**config.mk**
```make
export PLATFORM = sky130hd
export DESIGN_NAME = updown_tally
export DESIGN_NICKNAME = d
export VERILOG_FILES = /design/src/rtl/tally_pkg.sv /design/src/rtl/tally_edge_detect.sv /design/src/rtl/tally_ctrl.sv /design/src/rtl/tally_core.sv /design/src/rtl/tally_flags.sv /design/src/rtl/updown_tally.sv
export SDC_FILE = /design/constraint.sdc
export NUM_CORES = 1
export LEC_CHECK = 0
export BUFFER_PORTS_ARGS = -buffer_cell sky130_fd_sc_hd__buf_4
export CELL_PAD_IN_SITES_DETAIL_PLACEMENT = 1
export CELL_PAD_IN_SITES_GLOBAL_PLACEMENT = 2
export CORE_MARGIN = 5
export CORE_UTILIZATION = 34
export CTS_CLUSTER_DIAMETER = 80
export DETAILED_ROUTE_END_ITERATION = 8
export PLACE_DENSITY = 0.81
export RECOVER_POWER = 25
export SLEW_MARGIN = 25
export SYNTH_ARGS = -nofsm -noshare
export SYNTH_HDL_FRONTEND = slang
export SYNTH_HIERARCHICAL = 1
export SYNTH_SLANG_ARGS = --single-unit
```
**constraint.sdc**
```tcl
create_clock -name clk -period 6.8 [get_ports clk]
set_input_delay 0 -clock clk [delete_from_list [all_inputs] [get_ports clk]]
set_output_delay 0 -clock clk [all_outputs]
set_load 0.02 [all_outputs]
```
**src/rtl/tally_pkg.sv**
```systemverilog
package tally_pkg;

    typedef enum logic {
        ST_PRIME = 1'b0,
        ST_RUN   = 1'b1
    } seq_state_t;

    typedef enum logic [2:0] {
        ACT_HOLD  = 3'd0,
        ACT_CLEAR = 3'd1,
        ACT_LOAD  = 3'd2,
        ACT_UP    = 3'd3,
        ACT_DOWN  = 3'd4
    } tally_act_t;

    localparam int NUM_REQ = 2;
    localparam int REQ_UP  = 0;
    localparam int REQ_DN  = 1;

endpackage

```
**src/rtl/tally_edge_detect.sv**
```systemverilog
module tally_edge_detect #(
    parameter int N = 2
) (
    input  logic         clk,
    input  logic         rst_n,
    input  logic         arm,
    input  logic [N-1:0] din,
    output logic [N-1:0] rise
);
    logic [N-1:0] hist_q;

    for (genvar g = 0; g < N; g++) begin : g_lane
        // History always follows the input, including in the priming cycle,
        // so a level present at reset release is never seen as an edge.
        always_ff @(posedge clk or negedge rst_n) begin
            if (!rst_n) begin
                hist_q[g] <= 1'b0;
            end else begin
                hist_q[g] <= din[g];
            end
        end
        assign rise[g] = arm & din[g] & ~hist_q[g];
    end
endmodule

```
**src/rtl/tally_ctrl.sv**
```systemverilog
module tally_ctrl
    import tally_pkg::*;
(
    input  logic       clk,
    input  logic       rst_n,
    input  logic       clear,
    input  logic       load,
    input  logic       up_rise,
    input  logic       dn_rise,
    output logic       arm,
    output tally_act_t act
);
    seq_state_t state_q, state_d;

    always_ff @(posedge clk or negedge rst_n) begin
        if (!rst_n) begin
            state_q <= ST_PRIME;
        end else begin
            state_q <= state_d;
        end
    end

    always_comb begin
        state_d = state_q;
        unique case (state_q)
            ST_PRIME: state_d = ST_RUN;   // PRIME_TO_RUN
            ST_RUN:   state_d = ST_RUN;
            default:  state_d = ST_PRIME;
        endcase
    end

    always_comb begin
        arm = 1'b0;
        act = ACT_HOLD;
        unique case (state_q)
            ST_PRIME: begin
                arm = 1'b0;
                if (clear)     act = ACT_CLEAR;
                else if (load) act = ACT_LOAD;
                else           act = ACT_HOLD;
            end
            ST_RUN: begin
                arm = 1'b1;
                if (clear)                    act = ACT_CLEAR;
                else if (load)                act = ACT_LOAD;
                else if (up_rise && !dn_rise) act = ACT_UP;
                else if (dn_rise && !up_rise) act = ACT_DOWN;
                else                          act = ACT_HOLD;
            end
            default: begin
                arm = 1'b0;
                act = ACT_HOLD;
            end
        endcase
    end
endmodule

```
**src/rtl/tally_core.sv**
```systemverilog
module tally_core
    import tally_pkg::*;
#(
    parameter int W         = 8,
    parameter bit IS_SIGNED = 1'b1
) (
    input  logic         clk,
    input  logic         rst_n,
    input  tally_act_t   act,
    input  logic [W-1:0] preset,
    output logic [W-1:0] value
);
    localparam logic [W-1:0] MAXV = IS_SIGNED ? {1'b0, {(W-1){1'b1}}} : {W{1'b1}};
    localparam logic [W-1:0] MINV = IS_SIGNED ? {1'b1, {(W-1){1'b0}}} : {W{1'b0}};
    localparam logic [W-1:0] ONE  = {{(W-1){1'b0}}, 1'b1};

    logic [W-1:0] value_d;

    always_comb begin
        value_d = value;
        unique case (act)
            ACT_CLEAR: value_d = '0;
            ACT_LOAD:  value_d = preset;
            ACT_UP:    value_d = (value == MAXV) ? value : value + ONE;
            ACT_DOWN:  value_d = (value == MINV) ? value : value - ONE;
            ACT_HOLD:  value_d = value;
            default:   value_d = value;
        endcase
    end

    always_ff @(posedge clk or negedge rst_n) begin
        if (!rst_n) begin
            value <= '0;
        end else begin
            value <= value_d;
        end
    end
endmodule

```
**src/rtl/tally_flags.sv**
```systemverilog
module tally_flags #(
    parameter int W         = 8,
    parameter bit IS_SIGNED = 1'b1
) (
    input  logic [W-1:0] value,
    input  logic [W-1:0] preset,
    output logic         hit_target,
    output logic         at_floor
);
    if (IS_SIGNED) begin : g_signed
        assign hit_target = $signed(value) >= $signed(preset);
        assign at_floor   = value[W-1] | (value == '0);
    end else begin : g_unsigned
        assign hit_target = value >= preset;
        assign at_floor   = (value == '0);
    end
endmodule

```
**src/rtl/updown_tally.sv**
```systemverilog
module updown_tally
    import tally_pkg::*;
#(
    parameter int W         = 8,
    parameter bit IS_SIGNED = 1'b1
) (
    input  logic         clk,
    input  logic         rst_n,
    input  logic         clear,
    input  logic         load,
    input  logic         up_req,
    input  logic         dn_req,
    input  logic [W-1:0] preset,
    output logic [W-1:0] count,
    output logic         hit_target,
    output logic         at_floor
);
    logic [NUM_REQ-1:0] req_vec;
    logic [NUM_REQ-1:0] rise_vec;
    logic               arm;
    tally_act_t         act;

    assign req_vec[REQ_UP] = up_req;
    assign req_vec[REQ_DN] = dn_req;

    tally_edge_detect #(.N(NUM_REQ)) edge_i (
        .clk  (clk),
        .rst_n(rst_n),
        .arm  (arm),
        .din  (req_vec),
        .rise (rise_vec)
    );

    tally_ctrl ctrl_i (
        .clk    (clk),
        .rst_n  (rst_n),
        .clear  (clear),
        .load   (load),
        .up_rise(rise_vec[REQ_UP]),
        .dn_rise(rise_vec[REQ_DN]),
        .arm    (arm),
        .act    (act)
    );

    tally_core #(.W(W), .IS_SIGNED(IS_SIGNED)) core_i (
        .clk   (clk),
        .rst_n (rst_n),
        .act   (act),
        .preset(preset),
        .value (count)
    );

    tally_flags #(.W(W), .IS_SIGNED(IS_SIGNED)) flags_i (
        .value     (count),
        .preset    (preset),
        .hit_target(hit_target),
        .at_floor  (at_floor)
    );
endmodule

```
== Word level (Yosys, flattened, before mapping) ==
Index checks and enable logic that the tools add are counted.

* Logic and storage cells: 41
* Bits in registers: 11
* Output and inout port bits: 10
* Input port bits: 14

* Equality and inequality tests: 8
* Mux-type cells: 11
* Add/subtract/negate cells: 2
* Bitwise operators: 8
* $lt $le $gt $ge: 1
* Reductions and logical operators: 7

{| class="wikitable"
|+ Operators with widths
! kind !! count
|-
| case mux 8 bit (4 select lines) || 1
|-
| two-way mux 8 bit || 2
|-
| two-way mux 3 bit || 5
|-
| adder 8 x 1 -> 8 bit, second input constant || 1
|-
| equality test 8 x 7 -> 1 bit, second input constant || 1
|-
| equality test 8 bit, second input constant || 1
|-
| greater-or-equal comparator 8 bit || 1
|-
| logical NOT 8 bit || 1
|-
| subtractor 8 x 1 -> 8 bit, second input constant || 1
|-
| equality test 3 x 2 -> 1 bit, second input constant || 2
|-
| case mux 3 bit (2 select lines) || 1
|-
| bitwise AND 1 bit || 4
|-
| inequality test 2 bit, second input constant || 2
|-
| nonzero test 4 bit || 1
|-
| equality test 3 x 1 -> 1 bit, second input constant || 1
|-
| equality test 3 bit, second input constant || 1
|-
| inverter 1 bit || 3
|-
| AND reduction 3 bit || 1
|-
| logical AND 1 bit || 2
|-
| logical NOT 1 bit || 2
|-
| two-way mux 2 bit || 1
|-
| case mux 1 bit (2 select lines) || 1
|-
| bitwise OR 1 bit || 1
|}

== Depth between registers and ports, before layout ==
* Word-level depth: 14
* Gate-level depth with buffers: 11
* Gate-level depth less buffers: 11

== Cells and area by module ==
The synthesis kept the hierarchy.

{| class="wikitable"
|+ By module, submodules not included
! module !! area an instance (um2) !! instances !! cells an instance !! sequential area each (um2)
|-
| tally_core || 744.5 || 1 || 80 || 200.2
|-
| tally_flags || 219.0 || 1 || 29 || 0.0
|-
| tally_ctrl || 71.3 || 1 || 9 || 25.0
|-
| tally_edge_detect || 67.6 || 1 || 4 || 50.0
|}

== Worst setup path after synthesis ==
Ideal clock, no wire load.

* Path type: flip-flop to flip-flop
* Start: register edge_i.hist_q[1]
* End: register core_i.value[7]
* Required time: 6.673 ns
* Stages on the path, launching flop included: 12
* Slack: 4.038 ns
* Arrival: 2.636 ns
* Cell sequence: dfrtp_1 -> and3b_1 -> inv_1 -> a41o_1 -> or3b_4 -> inv_1 -> ha_1 -> a21o_1 -> a21o_1 -> a221oi_1 -> xnor2_1 -> o21ai_1

* Cells in the longest elaborated chain, start to end: 11

{| class="wikitable"
|+ Ends and longest elaborated chain
! item !! line !! source
|-
| start, declared || tally_edge_detect.sv:10 || <nowiki>logic [N-1:0] hist_q;</nowiki>
|-
| start signal, assigned by index || tally_edge_detect.sv:19 || <nowiki>hist_q[g] <= din[g];</nowiki>
|-
| inverter 1 bit * || tally_edge_detect.sv:22 || <nowiki>assign rise[g] = arm & din[g] & ~hist_q[g];</nowiki>
|-
| bitwise AND 1 bit * || tally_edge_detect.sv:22 ||
|-
| named net rise_vec[1] || updown_tally.sv:19 || <nowiki>logic [NUM_REQ-1:0] rise_vec;</nowiki>
|-
| logical NOT 1 bit * || tally_ctrl.sv:46 || <nowiki>else if (up_rise && !dn_rise) act = ACT_UP;</nowiki>
|-
| logical AND 1 bit * || tally_ctrl.sv:46 ||
|-
| two-way mux 3 bit * || tally_ctrl.sv:46 ||
|-
| two-way mux 3 bit * || tally_ctrl.sv:45 || <nowiki>else if (load) act = ACT_LOAD;</nowiki>
|-
| two-way mux 3 bit * || tally_ctrl.sv:44 || <nowiki>if (clear) act = ACT_CLEAR;</nowiki>
|-
| case mux 3 bit (2 select lines) * || tally_ctrl.sv:35 || <nowiki>unique case (state_q)</nowiki>
|-
| named net act[0] || updown_tally.sv:21 || <nowiki>tally_act_t act;</nowiki>
|-
| equality test 3 bit (tied with other cells) || tally_core.sv:21 || <nowiki>unique case (act)</nowiki>
|-
| inequality test 2 bit (no source line) or nonzero test 4 bit (tied branches) || n/a ||
|-
| AND reduction 3 bit (no source line) || n/a ||
|-
| end signal, assigned || tally_core.sv:35 || <nowiki>value <= value_d;</nowiki>
|-
| end, declared || tally_core.sv:11 || <nowiki>output logic [W-1:0] value</nowiki>
|}

The timed path passes the listed nets; every way through them passes the cells marked *.
A chain may end at the register's enable or synchronous reset.

== Worst setup path after layout ==
* Start: register ctrl_i.state_q
* End: register core_i.value[5]

{| class="wikitable"
|+ RTL lines
! item !! line !! source
|-
| start, declared || tally_ctrl.sv:13 || <nowiki>seq_state_t state_q, state_d;</nowiki>
|-
| start signal, assigned || tally_ctrl.sv:19 || <nowiki>state_q <= state_d;</nowiki>
|-
| inverter 1 bit || n/a ||
|-
| case mux 1 bit (2 select lines) * || tally_ctrl.sv:35 ||
|-
| bitwise AND 1 bit * (2 in series) || tally_edge_detect.sv:22 ||
|-
| named net rise_vec[1] || updown_tally.sv:19 ||
|-
| logical NOT 1 bit * || tally_ctrl.sv:46 ||
|-
| logical AND 1 bit * || tally_ctrl.sv:46 ||
|-
| two-way mux 3 bit * || tally_ctrl.sv:46 ||
|-
| two-way mux 3 bit * || tally_ctrl.sv:45 ||
|-
| two-way mux 3 bit * || tally_ctrl.sv:44 ||
|-
| case mux 3 bit (2 select lines) * || tally_ctrl.sv:35 ||
|-
| named net act[0] || updown_tally.sv:21 ||
|-
| equality test 3 bit (tied with other cells) || tally_core.sv:21 ||
|-
| inequality test 2 bit (no source line) or nonzero test 4 bit (tied branches) || n/a ||
|-
| AND reduction 3 bit (no source line) || n/a ||
|}

Marks and branches as above.

==> impl_metrics.tcl <==
set metrics [dict create \
    critPathArrivalTime_ns 3.19 \
    dieArea_um2 4481 \
    drtAntennaViolNets 0 \
    clock_skew_ns 0.001574 \
    ys_warn_count 6 \
    wl_um 3209 \
    drtPass1Iterations 4 \
    leakagePower_nw 0.7116 \
    grt_pass1_vias 1131 \
    gp_congestion 0.8286 \
    ctsResizeCount 0 \
    ys.flop_type "dfrtp_1" \
    clockBufferDepth 2 \
    yosysTopAreaCell "dfrtp_1" \
    post-synth-top-count-cell "ha_1" \
    cts.clk_slew.worst_paths_ns 0.07 \
    antenna_found_initial 0 \
    coreArea_um2 3078 \
    startpoint_type "flip-flop" \
    hpwl_um 2573 \
    setup_ws_ns 3.759 \
    drt_iter0_drc 56 \
    fp.dieH_um 66.94 \
    pwr_density_cell_nw_per_um2 159.3 \
    layout-drive-gt1-share_pct 25.00 \
    yosysSeqAreaShare_pct 24.97 \
    max_clock_freq_ghz 0.3288 \
    setup_tns_ns 0 \
    rows 20 \
    cts_sinks 11 \
    pre_cts_ws_ns 3.775 \
    max-cap-violations 0 \
    syn_nets 151 \
    yosys.area.top_type_share_pct 24.97 \
    nets 182 \
    drc 0 \
    final.min_clock_period_ns 3.041 \
    h-tree-depth 1 \
    grt_setup_unrepaired "false" \
    run_status "complete, no violations" \
    viasPerCell 5.230 \
    syn-instance-count 122 \
    hold_viol_final 0 \
    synth_edf_count 0 \
    die_w_um 66.94 \
    slew_headroom_pct 56.07 \
    drv_slew 0 \
    worst_slew_pin_slew_ns 0.6545 \
    min_path_type "in -> reg" \
    initial_core_util_pct 35.81 \
    post-cts-setup-buffers 0 \
    vias 1025 \
    n_antenna_cell 0 \
    path_class "reg -> reg" \
    cts_root_buf "clkbuf_4" \
    grt_first_pass_wirelength_um 5375 \
    crit_required_ns 6.95 \
    cts_tree "done" \
    grt_remaining_overflow 0 \
    hold_buffers 4 \
    synth_cell_type_count 41 \
    grt_use_total_pct 15.84 \
    io-pin-count 24 \
    clk_latency_ns 0.26 \
    yosys-top-cells-count "ha_1, inv_1, dfrtp_1, nor2_1" \
    synthArstFlopShare_pct 100.0 \
    synth_area_um2 1102 \
    area_growth_pct 24.52 \
    post-route-period-util_pct 44.73 \
    numCtsBuffers 3 \
    synth_area_per_cell_um2 9.035 \
    crit_fanout 7 \
    grt_max_degree 14 \
    routedWlPerCell_um 16.37 \
    synth-seq-cells 11 \
    io_buffers 23 \
    ir_worst_vdd_mv 0.1166 \
    finalSetupViolCount 0 \
    ys_top_cells_by_area "dfrtp_1, ha_1, a22oi_1, inv_1, nor2_1" \
    critPathCaptureType "flip-flop" \
]
stage by stage:
stage	area (um^2)	utilization, %	hold WS [ns]	power, W	std cells
floorplan	1102	-	-0.2956	0.0001401	122
global placement	1310	42.56	-0.1530	0.0001725	188
detailed placement	1310	42.56	-0.1519	0.0001758	188
CTS	1376	44.72	0.06647	0.0002229	196
global route	1373	44.59	0.05352	0.0002368	196
finish	1373	44.59	0.07067	0.0002186	196
critical path: stages (launching register included):
cell	delay [ns]
dfrtp_1	0.40
and3b_1	0.21
inv_1	0.05
a41o_1	0.29
or3b_4	0.44
inv_1	0.21
ha_1	0.32
a21oi_1	0.19
a21oi_1	0.12
or3_1	0.33
a311oi_1	0.30
nor2_1	0.07
sequential cells by signal, summed over array words and instances, names as in the netlist:
name / count
ctrl_i/state_q: 1
edge_i/hist_q: 2
core_i/value: 8
final timing paths:
check | from | end | slack, ns | depth (start not counted)
setup / recovery | ctrl_i/state_q | core_i/value[5] | 3.76 | 11
hold reg to reg | core_i/value[6] | core_i/value[6] | 0.72 | 2
max in group asynchronous | rst_n | core_i/value[6] | 6.13 | 2
hold / removal | preset[4] | core_i/value[4] | 0.07 | 3
min in group asynchronous | rst_n | core_i/value[4] | 0.26 | 2
setup reg to reg | ctrl_i/state_q | core_i/value[5] | 3.76 | 11
logic make-up (layout without fill, tap and decap cells):
| kind of cell | after synthesis | in the layout | share of synthesized area [%] |
|---|---|---|---|
| AND/OR/NAND/NOR | 39 | 39 | 20.66 |
| XOR/XNOR | 6 | 6 | 4.768 |
| other | 1 | 1 | 0.3402 |
| multiplexers | 1 | 1 | 1.021 |
| buffers and inverters | 14 | 44 | 6.243 |
| AO/OA/AOI/OAI | 35 | 35 | 24.29 |
| adder cells (fa/ha/maj) | 15 | 15 | 17.71 |
| flip-flops | 11 | 11 | 24.97 |
final cells by class:
| type | count | area, um^2 |
|---|---|---|
| clock buffer | 4 | 26.28 |
| fill | 385 | 1705 |
| inverter | 13 | 48.80 |
| multi-input combinational | 97 | 758.2 |
| sequential | 11 | 275.3 |
| tap | 44 | 55.05 |
| timing repair buffer | 27 | 209.0 |
report_power, final:
group          internal, W  leakage [nW]  total [W]  switching, W
combinational    0.0000403         0.561  0.0000869     0.0000466
clock            0.0000227        0.0150  0.0000434     0.0000207
sequential       0.0000717         0.136  0.0000883     0.0000166
total             0.000135         0.712   0.000219     0.0000839
routing by layer:
layer	global-route usage (%)	up-vias	share of wire (%)
met1	19.78	504	47
met5	0	-	0
met2	28.34	16	48
met4	0.7595	0	0
li1	-	505	-
met3	4.216	0	4.6
layout by cell type (no fill, tap or decap), types with 4 or more instances in the layout:
master         instances
inv_1                 13
a21oi_2                4
a21o_1                 5
dlygate4sd3_1          4
nor2_1                11
a21oi_1                7
nand2_1                4
dfrtp_1               11
a22oi_1                7
buf_4                 22
ha_1                  14
nor2_2                 4
Note: power is estimated with default switching activity, not from simulation.
